$ cat src/rtl/cas_pkg.sv
package cas_pkg;

    localparam int ADDR_W = 20;
    localparam int DATA_W = 8;
    localparam int IDX_W  = 3;
    localparam int CCW_W  = 2 * DATA_W;
    localparam int PTR_W  = 4 * DATA_W;

    typedef enum logic [2:0] {
        ST_IDLE,
        ST_CFGPTR,
        ST_CFGBLK,
        ST_CLRBUSY,
        ST_CHAN
    } cas_state_e;

    // segment * 16 + offset, wrapped to the address width
    function automatic logic [ADDR_W-1:0] join_ptr(input logic [PTR_W-1:0] p);
        logic [ADDR_W-1:0] seg_part;
        logic [ADDR_W-1:0] off_part;
        seg_part = {p[PTR_W-1:16], 4'b0000};
        off_part = ADDR_W'(p[15:0]);
        return seg_part + off_part;
    endfunction

endpackage

$ cat src/rtl/cas_fall_detect.sv
module cas_fall_detect (
    input  logic clk,
    input  logic rst_n,
    input  logic strobe,
    output logic fall
);
    logic strobe_q;

    always_ff @(posedge clk) begin
        if (!rst_n) strobe_q <= 1'b0;
        else        strobe_q <= strobe;
    end

    assign fall = strobe_q & ~strobe;
endmodule

$ cat src/rtl/cas_addr_gen.sv
module cas_addr_gen
    import cas_pkg::*;
#(
    parameter logic [ADDR_W-1:0] BOOT_ADDR   = 20'hFFFF6,
    parameter int                CHAN_OFS    = 2,
    parameter int                CHAN_STRIDE = 8
) (
    input  cas_state_e        st,
    input  logic [IDX_W-1:0]  idx,
    input  logic [ADDR_W-1:0] scb_base,
    input  logic [ADDR_W-1:0] cb_base,
    input  logic              chan,
    output logic [ADDR_W-1:0] addr
);
    localparam logic [ADDR_W-1:0] SLOT0 = ADDR_W'(CHAN_OFS);
    localparam logic [ADDR_W-1:0] SLOT1 = ADDR_W'(CHAN_OFS + CHAN_STRIDE);

    logic [ADDR_W-1:0] idx_ext;
    assign idx_ext = ADDR_W'(idx);

    always_comb begin
        unique case (st)
            ST_CFGPTR:  addr = BOOT_ADDR + idx_ext;
            ST_CFGBLK:  addr = scb_base + idx_ext;
            ST_CLRBUSY: addr = cb_base;
            ST_CHAN:    addr = cb_base + (chan ? SLOT1 : SLOT0) + idx_ext;
            default:    addr = '0;
        endcase
    end
endmodule

$ cat src/rtl/cas_init_seq.sv
module cas_init_seq
    import cas_pkg::*;
#(
    parameter logic [ADDR_W-1:0] BOOT_ADDR   = 20'hFFFF6,
    parameter int                CHAN_OFS    = 2,
    parameter int                CHAN_STRIDE = 8
) (
    input  logic              clk,
    input  logic              rst_n,
    input  logic              attn,
    input  logic              sel,
    output logic              mem_req,
    output logic              mem_we,
    output logic [ADDR_W-1:0] mem_addr,
    output logic [DATA_W-1:0] mem_wdata,
    input  logic              mem_ack,
    input  logic [DATA_W-1:0] mem_rdata,
    output logic              done,
    output logic              inited,
    output logic              remote_mode,
    output logic              sys_wide,
    output logic              priv_wide,
    output logic              rqgt_mode,
    output logic              chan,
    output logic [CCW_W-1:0]  ccw,
    output logic [ADDR_W-1:0] pb_addr
);
    localparam logic [IDX_W-1:0] LAST_PTR_IDX  = IDX_W'(4);
    localparam logic [IDX_W-1:0] LAST_CHAN_IDX = IDX_W'(5);

    cas_state_e        state_q, state_d;
    logic [IDX_W-1:0]  idx_q;
    logic [PTR_W-1:0]  ptr_q;
    logic [PTR_W-1:0]  ptr_full;
    logic [ADDR_W-1:0] scb_q, cb_q, joined;
    logic              attn_fall;

    cas_fall_detect u_fall (
        .clk    (clk),
        .rst_n  (rst_n),
        .strobe (attn),
        .fall   (attn_fall)
    );

    cas_addr_gen #(
        .BOOT_ADDR   (BOOT_ADDR),
        .CHAN_OFS    (CHAN_OFS),
        .CHAN_STRIDE (CHAN_STRIDE)
    ) u_addr (
        .st       (state_q),
        .idx      (idx_q),
        .scb_base (scb_q),
        .cb_base  (cb_q),
        .chan     (chan),
        .addr     (mem_addr)
    );

    // pointer bytes arrive low first; the newest one lands on top
    assign ptr_full = {mem_rdata, ptr_q[PTR_W-1:DATA_W]};
    assign joined   = join_ptr(ptr_full);

    assign mem_req   = (state_q != ST_IDLE);
    assign mem_we    = (state_q == ST_CLRBUSY);
    assign mem_wdata = '0;

    // state register
    always_ff @(posedge clk) begin
        if (!rst_n) state_q <= ST_IDLE;
        else        state_q <= state_d;
    end

    // next state
    always_comb begin
        state_d = state_q;
        unique case (state_q)
            ST_IDLE:
                if (attn_fall) state_d = inited ? ST_CHAN : ST_CFGPTR;
            ST_CFGPTR:
                if (mem_ack && idx_q == LAST_PTR_IDX) state_d = ST_CFGBLK;
            ST_CFGBLK:
                if (mem_ack && idx_q == LAST_PTR_IDX) state_d = ST_CLRBUSY;
            ST_CLRBUSY:
                if (mem_ack) state_d = ST_IDLE;
            ST_CHAN:
                if (mem_ack && idx_q == LAST_CHAN_IDX) state_d = ST_IDLE;
            default:
                state_d = ST_IDLE;
        endcase
    end

    // datapath and outputs
    always_ff @(posedge clk) begin
        if (!rst_n) begin
            idx_q       <= '0;
            ptr_q       <= '0;
            scb_q       <= '0;
            cb_q        <= '0;
            done        <= 1'b0;
            inited      <= 1'b0;
            remote_mode <= 1'b0;
            sys_wide    <= 1'b0;
            priv_wide   <= 1'b0;
            rqgt_mode   <= 1'b0;
            chan        <= 1'b0;
            ccw         <= '0;
            pb_addr     <= '0;
        end else begin
            done <= 1'b0;
            unique case (state_q)
                ST_IDLE: begin
                    idx_q <= '0;
                    if (attn_fall) begin
                        if (inited) chan        <= sel;
                        else        remote_mode <= ~sel;
                    end
                end
                ST_CFGPTR, ST_CFGBLK: begin
                    if (mem_ack) begin
                        idx_q <= idx_q + 1'b1;
                        if (idx_q == '0) begin
                            if (state_q == ST_CFGPTR) begin
                                sys_wide <= mem_rdata[0];
                            end else begin
                                priv_wide <= mem_rdata[0];
                                rqgt_mode <= mem_rdata[1];
                            end
                        end else begin
                            ptr_q <= ptr_full;
                        end
                        if (idx_q == LAST_PTR_IDX) begin
                            idx_q <= '0;
                            if (state_q == ST_CFGPTR) scb_q <= joined;
                            else                      cb_q  <= joined;
                        end
                    end
                end
                ST_CLRBUSY: begin
                    if (mem_ack) begin
                        inited <= 1'b1;
                        done   <= 1'b1;
                    end
                end
                ST_CHAN: begin
                    if (mem_ack) begin
                        idx_q <= idx_q + 1'b1;
                        if (idx_q == IDX_W'(0))      ccw[7:0]  <= mem_rdata;
                        else if (idx_q == IDX_W'(1)) ccw[15:8] <= mem_rdata;
                        else                         ptr_q     <= ptr_full;
                        if (idx_q == LAST_CHAN_IDX) begin
                            idx_q   <= '0;
                            pb_addr <= joined;
                            done    <= 1'b1;
                        end
                    end
                end
                default: idx_q <= '0;
            endcase
        end
    end

    // request, address and direction held until acknowledged
    a_r11_hold_until_ack: assert property (@(posedge clk) disable iff (!rst_n)
        (mem_req && !mem_ack) |=> (mem_req && $stable(mem_addr) && $stable(mem_we)));

    // done never lasts two cycles
    a_r10_done_pulse: assert property (@(posedge clk) disable iff (!rst_n)
        done |=> !done);

    // done only follows an acknowledged access
    a_r10_done_after_ack: assert property (@(posedge clk) disable iff (!rst_n)
        done |-> $past(mem_ack));

    // the only write is the zero to the busy byte, before initialisation
    a_r7_single_clear: assert property (@(posedge clk) disable iff (!rst_n)
        (mem_req && mem_we) |-> (!inited && mem_wdata == '0));

    // mode frozen once initialised
    a_r3_mode_frozen: assert property (@(posedge clk) disable iff (!rst_n)
        inited |=> $stable(remote_mode));

endmodule

$ cat config.mk
export PLATFORM = sky130hd
export DESIGN_NAME = cas_init_seq
export DESIGN_NICKNAME = d
export VERILOG_FILES = /design/src/rtl/cas_pkg.sv /design/src/rtl/cas_fall_detect.sv /design/src/rtl/cas_addr_gen.sv /design/src/rtl/cas_init_seq.sv
export SDC_FILE = /design/constraint.sdc
export NUM_CORES = 1
export LEC_CHECK = 0
export ABC_AREA = 1
export BUFFER_PORTS_ARGS = -buffer_cell sky130_fd_sc_hd__buf_2
export CORE_ASPECT_RATIO = 1.5
export CORE_UTILIZATION = 40
export DETAILED_ROUTE_END_ITERATION = 8
export PLACE_DENSITY = 0.66
export RECOVER_POWER = 50
export SLEW_MARGIN = 5
export SYNTH_ARGS = -nofsm -noshare
export SYNTH_HDL_FRONTEND = slang
export SYNTH_HIERARCHICAL = 1
export SYNTH_SLANG_ARGS = --single-unit
$ cat constraint.sdc
create_clock -name clk -period 3 [get_ports clk]
set_input_delay 0.15 -clock clk [delete_from_list [all_inputs] [get_ports clk]]
set_output_delay 0.15 -clock clk [all_outputs]
set_load 0.005 [all_outputs]
Word-level counts from Yosys, hierarchy flattened
Index checks and enable logic that the tools add are counted.
{"block": "totals", "regBits": 122, "in_bits": 13, "output_inout_bits": 73, "word_cells": 90}
{"block": "classes", "n_addsub": 6, "n_eq_ne": 17, "mux": 24, "bitwise": 7, "n_reduce_logical": 20}
{"operator": "$mux W32", "count": 5}
{"operator": "$pmux W20 S4", "count": 1}
{"operator": "$pmux W32 S2", "count": 1}
{"operator": "$add A20 B3 Y20", "count": 2}
{"operator": "$mux W3", "count": 10}
{"operator": "$add A20 B16 Y20", "count": 1}
{"operator": "$add A20 B20 Y20", "count": 1}
{"operator": "$reduce_and A4 Y1", "count": 5}
{"operator": "$ne A2 B2 Y1 const B", "count": 9}
{"operator": "$pmux W3 S5", "count": 1}
{"operator": "$reduce_and A3 Y1", "count": 5}
{"operator": "$eq A3 B3 Y1 const B", "count": 3}
{"operator": "$pmux W3 S3", "count": 1}
{"operator": "$add A5 B4 Y6 const A", "count": 1}
{"operator": "$eq A3 B1 Y1 const B", "count": 2}
{"operator": "$eq A3 B2 Y1 const B", "count": 2}
{"operator": "$logic_not A3 Y1", "count": 2}
{"operator": "$not A1 Y1", "count": 6}
{"operator": "$reduce_and A6 Y1", "count": 1}
{"operator": "$reduce_and A5 Y1", "count": 1}
{"operator": "$mux W4", "count": 1}
{"operator": "$add A3 B1 Y3 const B", "count": 1}
{"operator": "$mux W1", "count": 3}
{"operator": "$reduce_bool A3 Y1", "count": 1}
{"operator": "other kinds (7)", "count": 8}

Logic depth before layout (Yosys ltp)
{"block": "logic_depth", "ltp_word": 5, "ltp_mapped": 13, "mapped_depth_nobuf": 13}

By module
Netlist, hierarchy kept.
{"module": "cas_init_seq", "n_inst": 1, "cells_each": 741, "area_per_inst_um2": 5303.8, "seq_area_each_um2": 2262.2}
{"module": "cas_addr_gen", "n_inst": 1, "cells_each": 325, "area_per_inst_um2": 1666.6, "seq_area_each_um2": 0.0}
{"module": "cas_fall_detect", "n_inst": 1, "cells_each": 5, "area_per_inst_um2": 35.0, "seq_area_each_um2": 20.0}

Worst setup path before layout
No wires, ideal clock.
{"block": "synth_timing", "kind": "register -> output", "start": "reg idx_q[1]", "end": "out mem_addr[9]", "t_arrival_ns": 2.056, "t_required_ns": 2.850, "slack_ns": 0.794, "path_stages_with_launch": 13, "n_path_buf": 0, "path_cell_list": "dfxtp_1 -> inv_1 -> ha_1 -> inv_1 -> ha_1 -> fa_1 -> inv_1 -> nor2_2 -> nor2_4 -> nor2_4 -> or2_0 -> nand3_1 -> nand3_1"}
{"block": "synth_via", "elab_chain_len": 2, "elab_cells_between_ends": 4, "classes_between": "3 x add/sub; 1 x mux"}
{"element": "start: declaration", "line_no": "cas_init_seq.sv:32", "text": "logic [IDX_W-1:0] idx_q;"}
{"element": "start signal: assignment", "line_no": "cas_init_seq.sv:119", "text": "idx_q <= idx_q + 1'b1;"}
{"element": "start signal: assignment", "line_no": "cas_init_seq.sv:145", "text": "idx_q <= idx_q + 1'b1;"}
{"element": "$add A20 B3 Y20 (tied with other cells)", "line_no": "cas_addr_gen.sv:26", "text": "ST_CHAN: addr = cb_base + (chan ? SLOT1 : SLOT0) + idx_ext;"}
{"element": "$pmux W20 S4 *", "line_no": "cas_addr_gen.sv:22", "text": "unique case (st)"}
{"element": "end: declaration", "line_no": "cas_init_seq.sv:14", "text": "output logic [ADDR_W-1:0] mem_addr,"}
Every way passes the cells marked *; elsewhere a longest branch is shown, timed or not.

Worst setup path after layout
{"block": "layout_timing", "start": "reg cb_q[1]", "end": "out mem_addr[9]"}
{"block": "layout_via", "elab_chain_len": 3}
{"element": "start: declaration", "line_no": "cas_init_seq.sv:35", "text": "logic [ADDR_W-1:0] scb_q, cb_q, joined;"}
{"element": "start signal: assignment", "line_no": "cas_init_seq.sv:133", "text": "else cb_q <= joined;"}
{"element": "$add A20 B20 Y20", "line_no": "cas_addr_gen.sv:26"}
{"element": "$add A20 B3 Y20", "line_no": "cas_addr_gen.sv:26"}
{"element": "$pmux W20 S4", "line_no": "cas_addr_gen.sv:22"}
No other way between the ends.

==> key figures <==
Placed design
  • Post-DP HPWL: roughly 14000 um
  • Routability cong.: approximately 0.94
  • # port buffers: 77
  • Placed insts: between 1k and 1.5k

Power and ir drop
  • Worst ir drop on vdd: 346 uV
  • PwrDens: 646 nW/um^2
  • Lkg Pwr: 0.00389 uW

Clock tree
  • Longest Clk Path Bufs: 2
  • Clk_lat worst skew: 0.41 ns
  • H-tree depth: 4
  • Post-CTS sizing: 0
  • Root buf cell: clkbuf_16
  • Clock Pin Slew Worst Setup and Hold Paths: ~0.06 ns
  • Clock sink count: roughly 110
  • TritonCTS clock tree: built
  • Post-CTS Setup Inserts: 0
  • Hold-fix buffers, CTS: 1
  • Total CTS buffers: 17

Yosys
  • Post-synthesis sequential area ratio: 32.6%
  • Ys Warns: 6
  • Register bit total from synthesis: approximately 110
  • Distinct cells, synth: 44
  • Syn avg cell area: 6.54 um^2
  • Synth Cell Area: 7010 um^2
  • Post-Synthesis Cells: roughly 1.1k

Routing
  • DRT iter0 DRCs: 325
  • DR vias: roughly 6.8k
  • Post-route DRC: 0
  • DR pass1 iterations: 5
  • Vias/cell: between 4 and 5
  • WL/cell: between 10 and 15 um
  • Detailed Route WL: approximately 19000 um
  • Final ANT Viol Nets: 0

Floorplanning
  • # IOs: 86
  • Full die area: between 15000 and 20000 um^2
  • Row cnt: between 50 and 60
  • Core box area: ~17000 um^2
  • Starting Density: between 40% and 50%
  • Die height: ~160 um
  • Die width: 110 um

Global route
  • Largest net degree at the start of global routing: 84
  • First-pass GRT wire length: 31300 um
  • Initial antenna violation count: 0
  • GRT Resource Usage Total: between 20% and 30%
  • Vias in the first global route: ~6.5k
  • GRT overflow: 0

Worst setup path
  • Worst-path cell chain: inv_1 -> ha_1 -> inv_1 -> ha_1 -> fa_1 -> inv_1 -> nor2_2 -> nor2_4 -> nor2_4 -> or2_0 -> nand3_1 -> nand3_1 -> buf_2
  • Worst-path maximum fanout: 6
  • Max incr delay on CP: about 0.45 ns
  • CP required: between 2 and 3 ns
  • Crit Path Category: reg2out
  • Worst Setup Start Kind: register
  • CP arrival: approximately 2.6 ns
  • Most numerous cell on the critical path: inv_1
  • Slowest CP cell: fa_1
  • Worst Setup End Kind: primary output

Timing
  • Worst-margin pin slew: roughly 1.5 ns
  • Final-report setup violation count: 0
  • Relative slew margins: around 2%
  • RSZ-0062 raised after global routing: false
  • Clock Skews: approximately 0.0095 ns
  • Final worst path period share: 91.6%
  • Fin crit period: approximately 2.7 ns
  • Max Slew Vio Count: 0
  • Max frequency: roughly 0.36 GHz
  • Fin. Hold Viols: 0
  • Setup TNS: 0 ns

Worst hold path
  • Class of the worst hold path: in2reg

Finish
  • Share of post-route cells with drive strength above 1: between 10% and 20%
  • Ant. Diodes: 0
  • Final Util: between 40% and 50%
  • Finished Layout Cells: between 1k and 1.5k
  • Area growth from synthesis to layout: 13.6%
  • Final #Nets: roughly 1.2k

Status
  • Status: complete, no violations

Flow run
  • Max-cap violations: 0
layout make-up:
cell class / instances / area (um^2)
multi-input combinational: 782 / 3840
clock buffer: 17 / 425
inverter: 142 / 534
tap: 210 / 263
fill: 1829 / 9020
timing repair buffer: 84 / 409
clock inverter: 15 / 198
sequential: 114 / 2280
kinds of logic after synthesis:
group           Yosys count  share of synthesized area (%)
buf+inv                 182                           11.9
xor+xnor                  6                          0.750
fa+ha+maj                30                           5.68
flops                   114                           32.6
other cells               1                         0.0535
simple gates            577                           36.5
compound gates          161                           12.6
per-layer routing:
metal	part of all wire (%)	global-route usage (%)	vias up
met5	0	0	-
met4	3.9	11.3	0
met3	3.2	3.21	47
met2	51	40.0	145
met1	42	25.8	3030
li1	-	-	3555
placed cells by master, fill, tap and decap left out, types with 21 or more instances in the layout:
cell      netlist  layout
inv_1         128     131
clkbuf_1       13      21
nand2_1       204     204
buf_2           2      57
dfxtp_1       114     114
o21ai_0        85      89
nand3_1       112     116
a21oi_1        44      45
ha_1           27      27
nor2_1        195     200
path summary, 6_finish.rpt:
path / startpoint / cells after the start / to / slack [ns]
worst min-delay path: sel / 3 / remote_mode / 0.02
worst max register to register: state_q[1] / 8 / ptr_q[28] / 0.37
worst max-delay path: cb_q[1] / 13 / mem_addr[9] / 0.25
worst min register to register: remote_mode / 2 / remote_mode / 0.47
stage by stage:
stage	total power (uW)	cell area, um^2	setup slack [ns]	hold slack (ns)
after floorplan	2710	7030	0.794	0.243
after global placement	3110	7430	0.703	0.352
after detailed placement	3120	7430	0.674	0.355
after CTS	5260	8070	0.233	0.00725
after global routing	5420	7960	0.0817	0.0194
final	5140	7960	0.253	0.0186
state kept, by name, summed over array words and instances (netlist names), 3 cells and up:
signal and flops:
pb_addr 20, ccw 16, ptr_q 24, cb_q 20, idx_q 3, state_q 3, scb_q 20
synthesized netlist by cell type:
cell / number / share of area, %
nand2_1: 204 / 11
nand3_4: 2 / 0.50
buf_6: 9 / 1.4
nand3_1: 112 / 8.0
conb_1: 1 / 0.054
clkinv_2: 1 / 0.071
a21oi_4: 1 / 0.23
clkbuf_1: 13 / 0.70
fa_1: 3 / 0.86
nor2_4: 8 / 1.3
xor2_1: 3 / 0.38
nor2_2: 10 / 0.89
nand3_2: 5 / 0.71
nand2_4: 2 / 0.32
ha_1: 27 / 4.8
inv_1: 128 / 6.9
a21oi_2: 6 / 0.75
nand3b_1: 2 / 0.21
nand2_2: 7 / 0.63
a21oi_1: 44 / 3.1
clkinv_1: 1 / 0.054
or2_1: 4 / 0.36
nor3_1: 9 / 0.64
buf_8: 2 / 0.43
o21a_1: 1 / 0.11
or2_0: 1 / 0.089
xnor2_1: 3 / 0.38
buf_1: 1 / 0.054
nand4_1: 8 / 0.71
and2_1: 3 / 0.27
or2_2: 4 / 0.36
a31oi_1: 1 / 0.089
nor3_2: 1 / 0.14
buf_2: 2 / 0.14
buf_4: 13 / 1.4
o21ai_0: 85 / 6.1
o2111ai_1: 2 / 0.25
dfxtp_1: 114 / 33
o211ai_1: 10 / 1.1
o21ai_1: 9 / 0.64
nor2_1: 195 / 10
o21bai_1: 2 / 0.21
inv_2: 11 / 0.59
inv_6: 1 / 0.13
critical path: cells and delay by family (launching register included):
kind / cells / cell delay (ns)
adders and majority gates: 3 / 0.94
buffers and inverters: 4 / 0.31
DFF: 1 / 0.35
and+or+nand+nor: 6 / 0.60
report_power, final:
part / internal (uW) / total, uW / switching [uW]
clock: 1330 / 2120 / 789
sequential: 1610 / 1710 / 109
combinational: 454 / 1300 / 847
(Power assumes the default switching activity.)
